File: config.mk
export PLATFORM = sky130hd
export DESIGN_NAME = ictr_channel
export DESIGN_NICKNAME = d
export VERILOG_FILES = /design/src/rtl/ictr_pkg.sv /design/src/rtl/ictr_gate_edge.sv /design/src/rtl/ictr_ctl.sv /design/src/rtl/ictr_core.sv /design/src/rtl/ictr_channel.sv
export SDC_FILE = /design/constraint.sdc
export NUM_CORES = 1
export LEC_CHECK = 0
export BUFFER_PORTS_ARGS = -buffer_cell sky130_fd_sc_hd__buf_4
export CAP_MARGIN = 20
export CELL_PAD_IN_SITES_DETAIL_PLACEMENT = 0
export CELL_PAD_IN_SITES_GLOBAL_PLACEMENT = 1
export CORE_MARGIN = 2
export CORE_UTILIZATION = 47
export DETAILED_ROUTE_END_ITERATION = 10
export MAX_ROUTING_LAYER = met4
export PLACE_DENSITY = 0.85
export SLEW_MARGIN = 20
export SYNTH_ARGS = -nofsm -noshare
export SYNTH_HDL_FRONTEND = slang
export SYNTH_HIERARCHICAL = 1
export SYNTH_SLANG_ARGS = --single-unit
File: constraint.sdc
create_clock -name clk -period 4.77 [get_ports clk]
set_input_delay 0.477 -clock clk [delete_from_list [all_inputs] [get_ports clk]]
set_output_delay 0.477 -clock clk [all_outputs]
set_load 0.01 [all_outputs]
File: src/rtl/ictr_pkg.sv
package ictr_pkg;

    typedef enum logic [2:0] {
        M_TC_INT    = 3'd0,
        M_ONESHOT   = 3'd1,
        M_RATE      = 3'd2,
        M_SQUARE    = 3'd3,
        M_SW_STROBE = 3'd4,
        M_HW_STROBE = 3'd5
    } ictr_mode_e;

    // Codes 6 and 7 fold onto the rate and square modes.
    function automatic ictr_mode_e norm_mode(input logic [2:0] raw);
        if (raw[2] && raw[1])
            return ictr_mode_e'({1'b0, raw[1:0]});
        return ictr_mode_e'(raw);
    endfunction

    // Level OUT takes after a mode write, before any count is loaded.
    function automatic logic idle_level(input ictr_mode_e m);
        return (m != M_TC_INT);
    endfunction

    // Level OUT takes when counting (re)starts.
    function automatic logic start_level(input ictr_mode_e m);
        return !(m == M_TC_INT || m == M_ONESHOT);
    endfunction

    // Modes where a rising gate edge restarts the count.
    function automatic logic gate_retrig(input ictr_mode_e m);
        return (m == M_ONESHOT) || (m == M_RATE) ||
               (m == M_SQUARE) || (m == M_HW_STROBE);
    endfunction

    // Modes where a low gate suspends counting.
    function automatic logic gate_level_en(input ictr_mode_e m);
        return (m == M_TC_INT) || (m == M_RATE) ||
               (m == M_SQUARE) || (m == M_SW_STROBE);
    endfunction

endpackage

File: src/rtl/ictr_gate_edge.sv
module ictr_gate_edge (
    input  logic clk,
    input  logic rst,
    input  logic gate_i,
    output logic gate_q_o,
    output logic rise_o
);
    logic gate_q;

    always_ff @(posedge clk) begin
        if (rst) gate_q <= 1'b0;
        else     gate_q <= gate_i;
    end

    assign gate_q_o = gate_q;
    assign rise_o   = gate_i & ~gate_q;
endmodule

File: src/rtl/ictr_ctl.sv
module ictr_ctl
    import ictr_pkg::*;
#(
    parameter int W = 16
) (
    input  logic         clk,
    input  logic         rst,
    input  logic         mode_wr_i,
    input  logic [2:0]   mode_i,
    input  logic         cnt_ld_i,
    input  logic [W-1:0] cnt_i,
    output ictr_mode_e   mode_o,
    output ictr_mode_e   mode_wr_val_o,
    output logic         armed_o,
    output logic [W:0]   init_o,
    output logic [W:0]   ld_ext_o
);
    localparam logic [W:0] FULL = {1'b1, {W{1'b0}}};

    ictr_mode_e mode_q;
    logic       armed_q;
    logic [W:0] init_q;

    assign mode_wr_val_o = norm_mode(mode_i);
    assign ld_ext_o      = (cnt_i == '0) ? FULL : {1'b0, cnt_i};

    always_ff @(posedge clk) begin
        if (rst) begin
            mode_q  <= M_TC_INT;
            armed_q <= 1'b0;
            init_q  <= FULL;
        end else begin
            if (mode_wr_i) begin
                mode_q  <= mode_wr_val_o;
                armed_q <= 1'b0;
            end else if (cnt_ld_i) begin
                armed_q <= 1'b1;
            end
            if (cnt_ld_i)
                init_q <= ld_ext_o;
        end
    end

    assign mode_o  = mode_q;
    assign armed_o = armed_q;
    assign init_o  = init_q;
endmodule

File: src/rtl/ictr_core.sv
module ictr_core
    import ictr_pkg::*;
#(
    parameter int W = 16
) (
    input  logic         clk,
    input  logic         rst,
    input  ictr_mode_e   mode_i,
    input  ictr_mode_e   mode_wr_val_i,
    input  logic         armed_i,
    input  logic [W:0]   init_i,
    input  logic [W:0]   ld_ext_i,
    input  logic         mode_wr_i,
    input  logic         cnt_ld_i,
    input  logic         tick_en_i,
    input  logic         gate_i,
    input  logic         gate_rise_i,
    output logic [W-1:0] count_o,
    output logic         out_o
);
    localparam logic [W-1:0] ONE  = W'(1);
    localparam logic [W-1:0] TWO  = W'(2);
    localparam logic [W:0]   EVEN = ~(W + 1)'(1);

    // Square-wave phase lengths, in count units (two per tick).
    function automatic logic [W-1:0] sq_high(input logic [W:0] n);
        logic [W:0] r;
        r = (n + (W + 1)'(1)) & EVEN;
        return r[W-1:0];
    endfunction

    function automatic logic [W-1:0] sq_low(input logic [W:0] n);
        logic [W:0] r;
        r = n & EVEN;
        return r[W-1:0];
    endfunction

    function automatic logic [W-1:0] start_cnt(input ictr_mode_e m, input logic [W:0] n);
        if (m == M_SQUARE) return sq_high(n);
        return n[W-1:0];
    endfunction

    logic [W-1:0] cnt_q, cnt_n;
    logic         out_q, out_n;
    logic         done_q, done_n;
    logic         advance;

    assign advance = tick_en_i && (gate_i || !gate_level_en(mode_i));

    always_comb begin
        cnt_n  = cnt_q;
        out_n  = out_q;
        done_n = done_q;
        if (mode_wr_i) begin
            out_n = idle_level(mode_wr_val_i);
        end else if (cnt_ld_i) begin
            cnt_n  = start_cnt(mode_i, ld_ext_i);
            out_n  = start_level(mode_i);
            done_n = 1'b0;
        end else if (armed_i) begin
            if (gate_rise_i && gate_retrig(mode_i)) begin
                cnt_n  = start_cnt(mode_i, init_i);
                out_n  = start_level(mode_i);
                done_n = 1'b0;
            end else if (advance) begin
                unique case (mode_i)
                    M_TC_INT, M_ONESHOT: begin
                        cnt_n = cnt_q - ONE;
                        if (cnt_q == ONE) out_n = 1'b1;
                    end
                    M_RATE: begin
                        if (cnt_q == ONE) begin
                            cnt_n = init_i[W-1:0];
                            out_n = 1'b0;
                        end else begin
                            cnt_n = cnt_q - ONE;
                            out_n = 1'b1;
                        end
                    end
                    M_SQUARE: begin
                        if (cnt_q == TWO) begin
                            out_n = !out_q;
                            cnt_n = out_q ? sq_low(init_i) : sq_high(init_i);
                        end else begin
                            cnt_n = cnt_q - TWO;
                        end
                    end
                    default: begin
                        cnt_n = cnt_q - ONE;
                        if (cnt_q == ONE && !done_q) begin
                            out_n  = 1'b0;
                            done_n = 1'b1;
                        end else begin
                            out_n = 1'b1;
                        end
                    end
                endcase
            end
        end
    end

    always_ff @(posedge clk) begin
        if (rst) begin
            cnt_q  <= '0;
            out_q  <= 1'b0;
            done_q <= 1'b0;
        end else begin
            cnt_q  <= cnt_n;
            out_q  <= out_n;
            done_q <= done_n;
        end
    end

    assign count_o = cnt_q;
    assign out_o   = out_q;
endmodule

File: src/rtl/ictr_channel.sv
module ictr_channel
    import ictr_pkg::*;
#(
    parameter int W = 16
) (
    input  logic         clk,
    input  logic         rst,
    input  logic         tick_en_i,
    input  logic         gate_i,
    input  logic         mode_wr_i,
    input  logic [2:0]   mode_i,
    input  logic         cnt_ld_i,
    input  logic [W-1:0] cnt_i,
    output logic         out_o,
    output logic [W-1:0] count_o
);
    ictr_mode_e mode_q;
    ictr_mode_e mode_wr_val;
    logic       armed;
    logic [W:0] init_val;
    logic [W:0] ld_ext;
    logic       gate_q;
    logic       gate_rise;

    ictr_gate_edge u_gate (
        .clk      (clk),
        .rst      (rst),
        .gate_i   (gate_i),
        .gate_q_o (gate_q),
        .rise_o   (gate_rise)
    );

    ictr_ctl #(.W(W)) u_ctl (
        .clk           (clk),
        .rst           (rst),
        .mode_wr_i     (mode_wr_i),
        .mode_i        (mode_i),
        .cnt_ld_i      (cnt_ld_i),
        .cnt_i         (cnt_i),
        .mode_o        (mode_q),
        .mode_wr_val_o (mode_wr_val),
        .armed_o       (armed),
        .init_o        (init_val),
        .ld_ext_o      (ld_ext)
    );

    ictr_core #(.W(W)) u_core (
        .clk           (clk),
        .rst           (rst),
        .mode_i        (mode_q),
        .mode_wr_val_i (mode_wr_val),
        .armed_i       (armed),
        .init_i        (init_val),
        .ld_ext_i      (ld_ext),
        .mode_wr_i     (mode_wr_i),
        .cnt_ld_i      (cnt_ld_i),
        .tick_en_i     (tick_en_i),
        .gate_i        (gate_i),
        .gate_rise_i   (gate_rise),
        .count_o       (count_o),
        .out_o         (out_o)
    );
endmodule

==> results_dict.tcl <==
set metrics [dict create \
    status "finished clean" \
    fin_util 0.519 \
    die_w_um 95.5 \
    die-area_mm2 0.00913 \
    worst-path-max-fanout 8 \
    synthesis.nets 577 \
    io_buffers 41 \
    required_ps 4940 \
    ios 42 \
    rsz0062_at_grt "false" \
    synthCells 545 \
    track_usage 0.302 \
    cp_cell_sequence "inv_1 -> ha_1 -> nor4b_1 -> and4_1 -> o21a_1 -> o21ai_0 -> a222oi_1 -> a31oi_1" \
    cts.clk_slew.worst_paths_ps 90 \
    drive_gt1_frac 0.114 \
    nNetsFinal 565 \
    startpoint_type "register" \
    path_class "register to register" \
    arrival_ps 3220 \
    placed_cells 631 \
    layout_min_cycle_time_ps 3050 \
    hold_viol 0 \
    antenna_cells 0 \
    grtUsageMet3 0.0292 \
    grtUsageMet2 0.461 \
    routedWlPerCell_um 20.3 \
    route.detailed.drc 0 \
    holdWs_ps 407 \
    cp_slowest_cell "nor4b_1" \
    gr-usage-met1 0.420 \
    viasPerCell 6.49 \
    clk_latency_ps 310 \
    placementRows 33 \
    tightest_slew_ps 1050 \
    cts_buffers 5 \
    start_util 0.482 \
    die_y_um 95.5 \
    cts_buffer_depth 2 \
    drtIter0Drc 436 \
    drtPass1Iterations 5 \
    cellPowerDensity_mw_per_mm2 254 \
    nFillCells 825 \
    mostFrequentLayoutCell "nor2_1" \
    postLayoutCellArea_mm2 0.00424 \
    fin_setup_tns_ps 0 \
    gp_congestion 0.944 \
    antenna_found_initial 0 \
    areaGrowthSynthToFinish_pct 7.66 \
    synth_area_per_cell_um2 7.22 \
    via_count 4148 \
    fin_cells 639 \
    worst_slack_ps 1720 \
    period_share 0.640 \
    ir_drop_uv 145 \
    cts_root_buf "clkbuf_8" \
    critical-path-top-delay-family "simple AND/OR/NAND/NOR gates" \
    cts_tree "built" \
    dp_hpwl_um 9440 \
    post-cts-setup-buffers 0 \
    drt_wl_total_um 13000 \
    final_cell_mix "nor2_1 (60), buf_4 (44), nand2_1 (39), dfxtp_1 (39), xor2_1 (30)" \
    clock.fmax_mhz 328 \
    maxSlewHeadroom 0.295 \
    total_power_mw 1.08 \
    post_cts_resized 0 \
    antenna_left 0 \
    grt_pass1_wl_um 20700 \
    finClkSkew_ps 9.01 \
    grt_max_degree 43 \
    grt_pass1_vias 3840 \
    core_mm2 0.00818 \
    postCtsHoldBufs 0 \
    leakage_nw 1.65 \
    hp-class "input port to register" \
    cp_num_buf_inv 1 \
    setup_viol 0 \
    cts.sinks 39 \
    syn-cell-area_mm2 0.00394 \
    drv_cap 0 \
    dp_slack_ps 1810 \
    busiest_layer "met2" \
    yosysWarnings 6 \
    placed_cell_area_mm2 0.00412 \
    critPathMaxStageDelay_ps 580 \
    cts-htree-levels 2 \
    cp-end-kind "register" \
    grt-ovfl-total 0 \
    slew_viol_final 0 \
]
-- worst paths after layout --
| path | start | to | slack, ps | depth (start not counted) |
|---|---|---|---|---|
| max reg2reg | u_core/count_o[1] | u_core/count_o[14] | 1720 | 8 |
| max | u_core/count_o[1] | u_core/count_o[14] | 1720 | 8 |
| min | gate_i | u_gate/gate_q_o | 410 | 2 |
| min reg2reg | u_ctl/init_o[15] | u_ctl/init_o[15] | 500 | 2 |
-- report_power, final --
group	leakage, nW	internal, mW	total, mW	switching, mW
combinational	1.27	0.159	0.373	0.214
clock	0.0612	0.169	0.299	0.129
sequential	0.321	0.348	0.406	0.0587
-- flip-flops by register name, summed over array words and instances (netlist names) --
signal           flops
u_core/done_q        1
u_core/count_o      16
u_core/out_o         1
u_ctl/init_o        16
u_gate/gate_q_o      1
u_ctl/armed_o        1
u_ctl/mode_o         3
-- final cells by class --
class	instances	area, um^2	share of cell area
inverters	16	60.1	0.0142
clock buffers	6	82.6	0.0195
flip-flops and latches	39	781	0.184
repair buffers	44	330	0.0779
well taps	105	131	0.0310
multi-input cells	427	2820	0.665
clock inverters	2	35.0	0.00826
-- routing by layer --
layer / wire [um] / vias up
li1: - / 1948
met1: 5840 / 1940
met3: 1040 / 23
met4: 235 / 0
met2: 5840 / 237
met5: 0 / -
(Power assumes the default switching activity.)
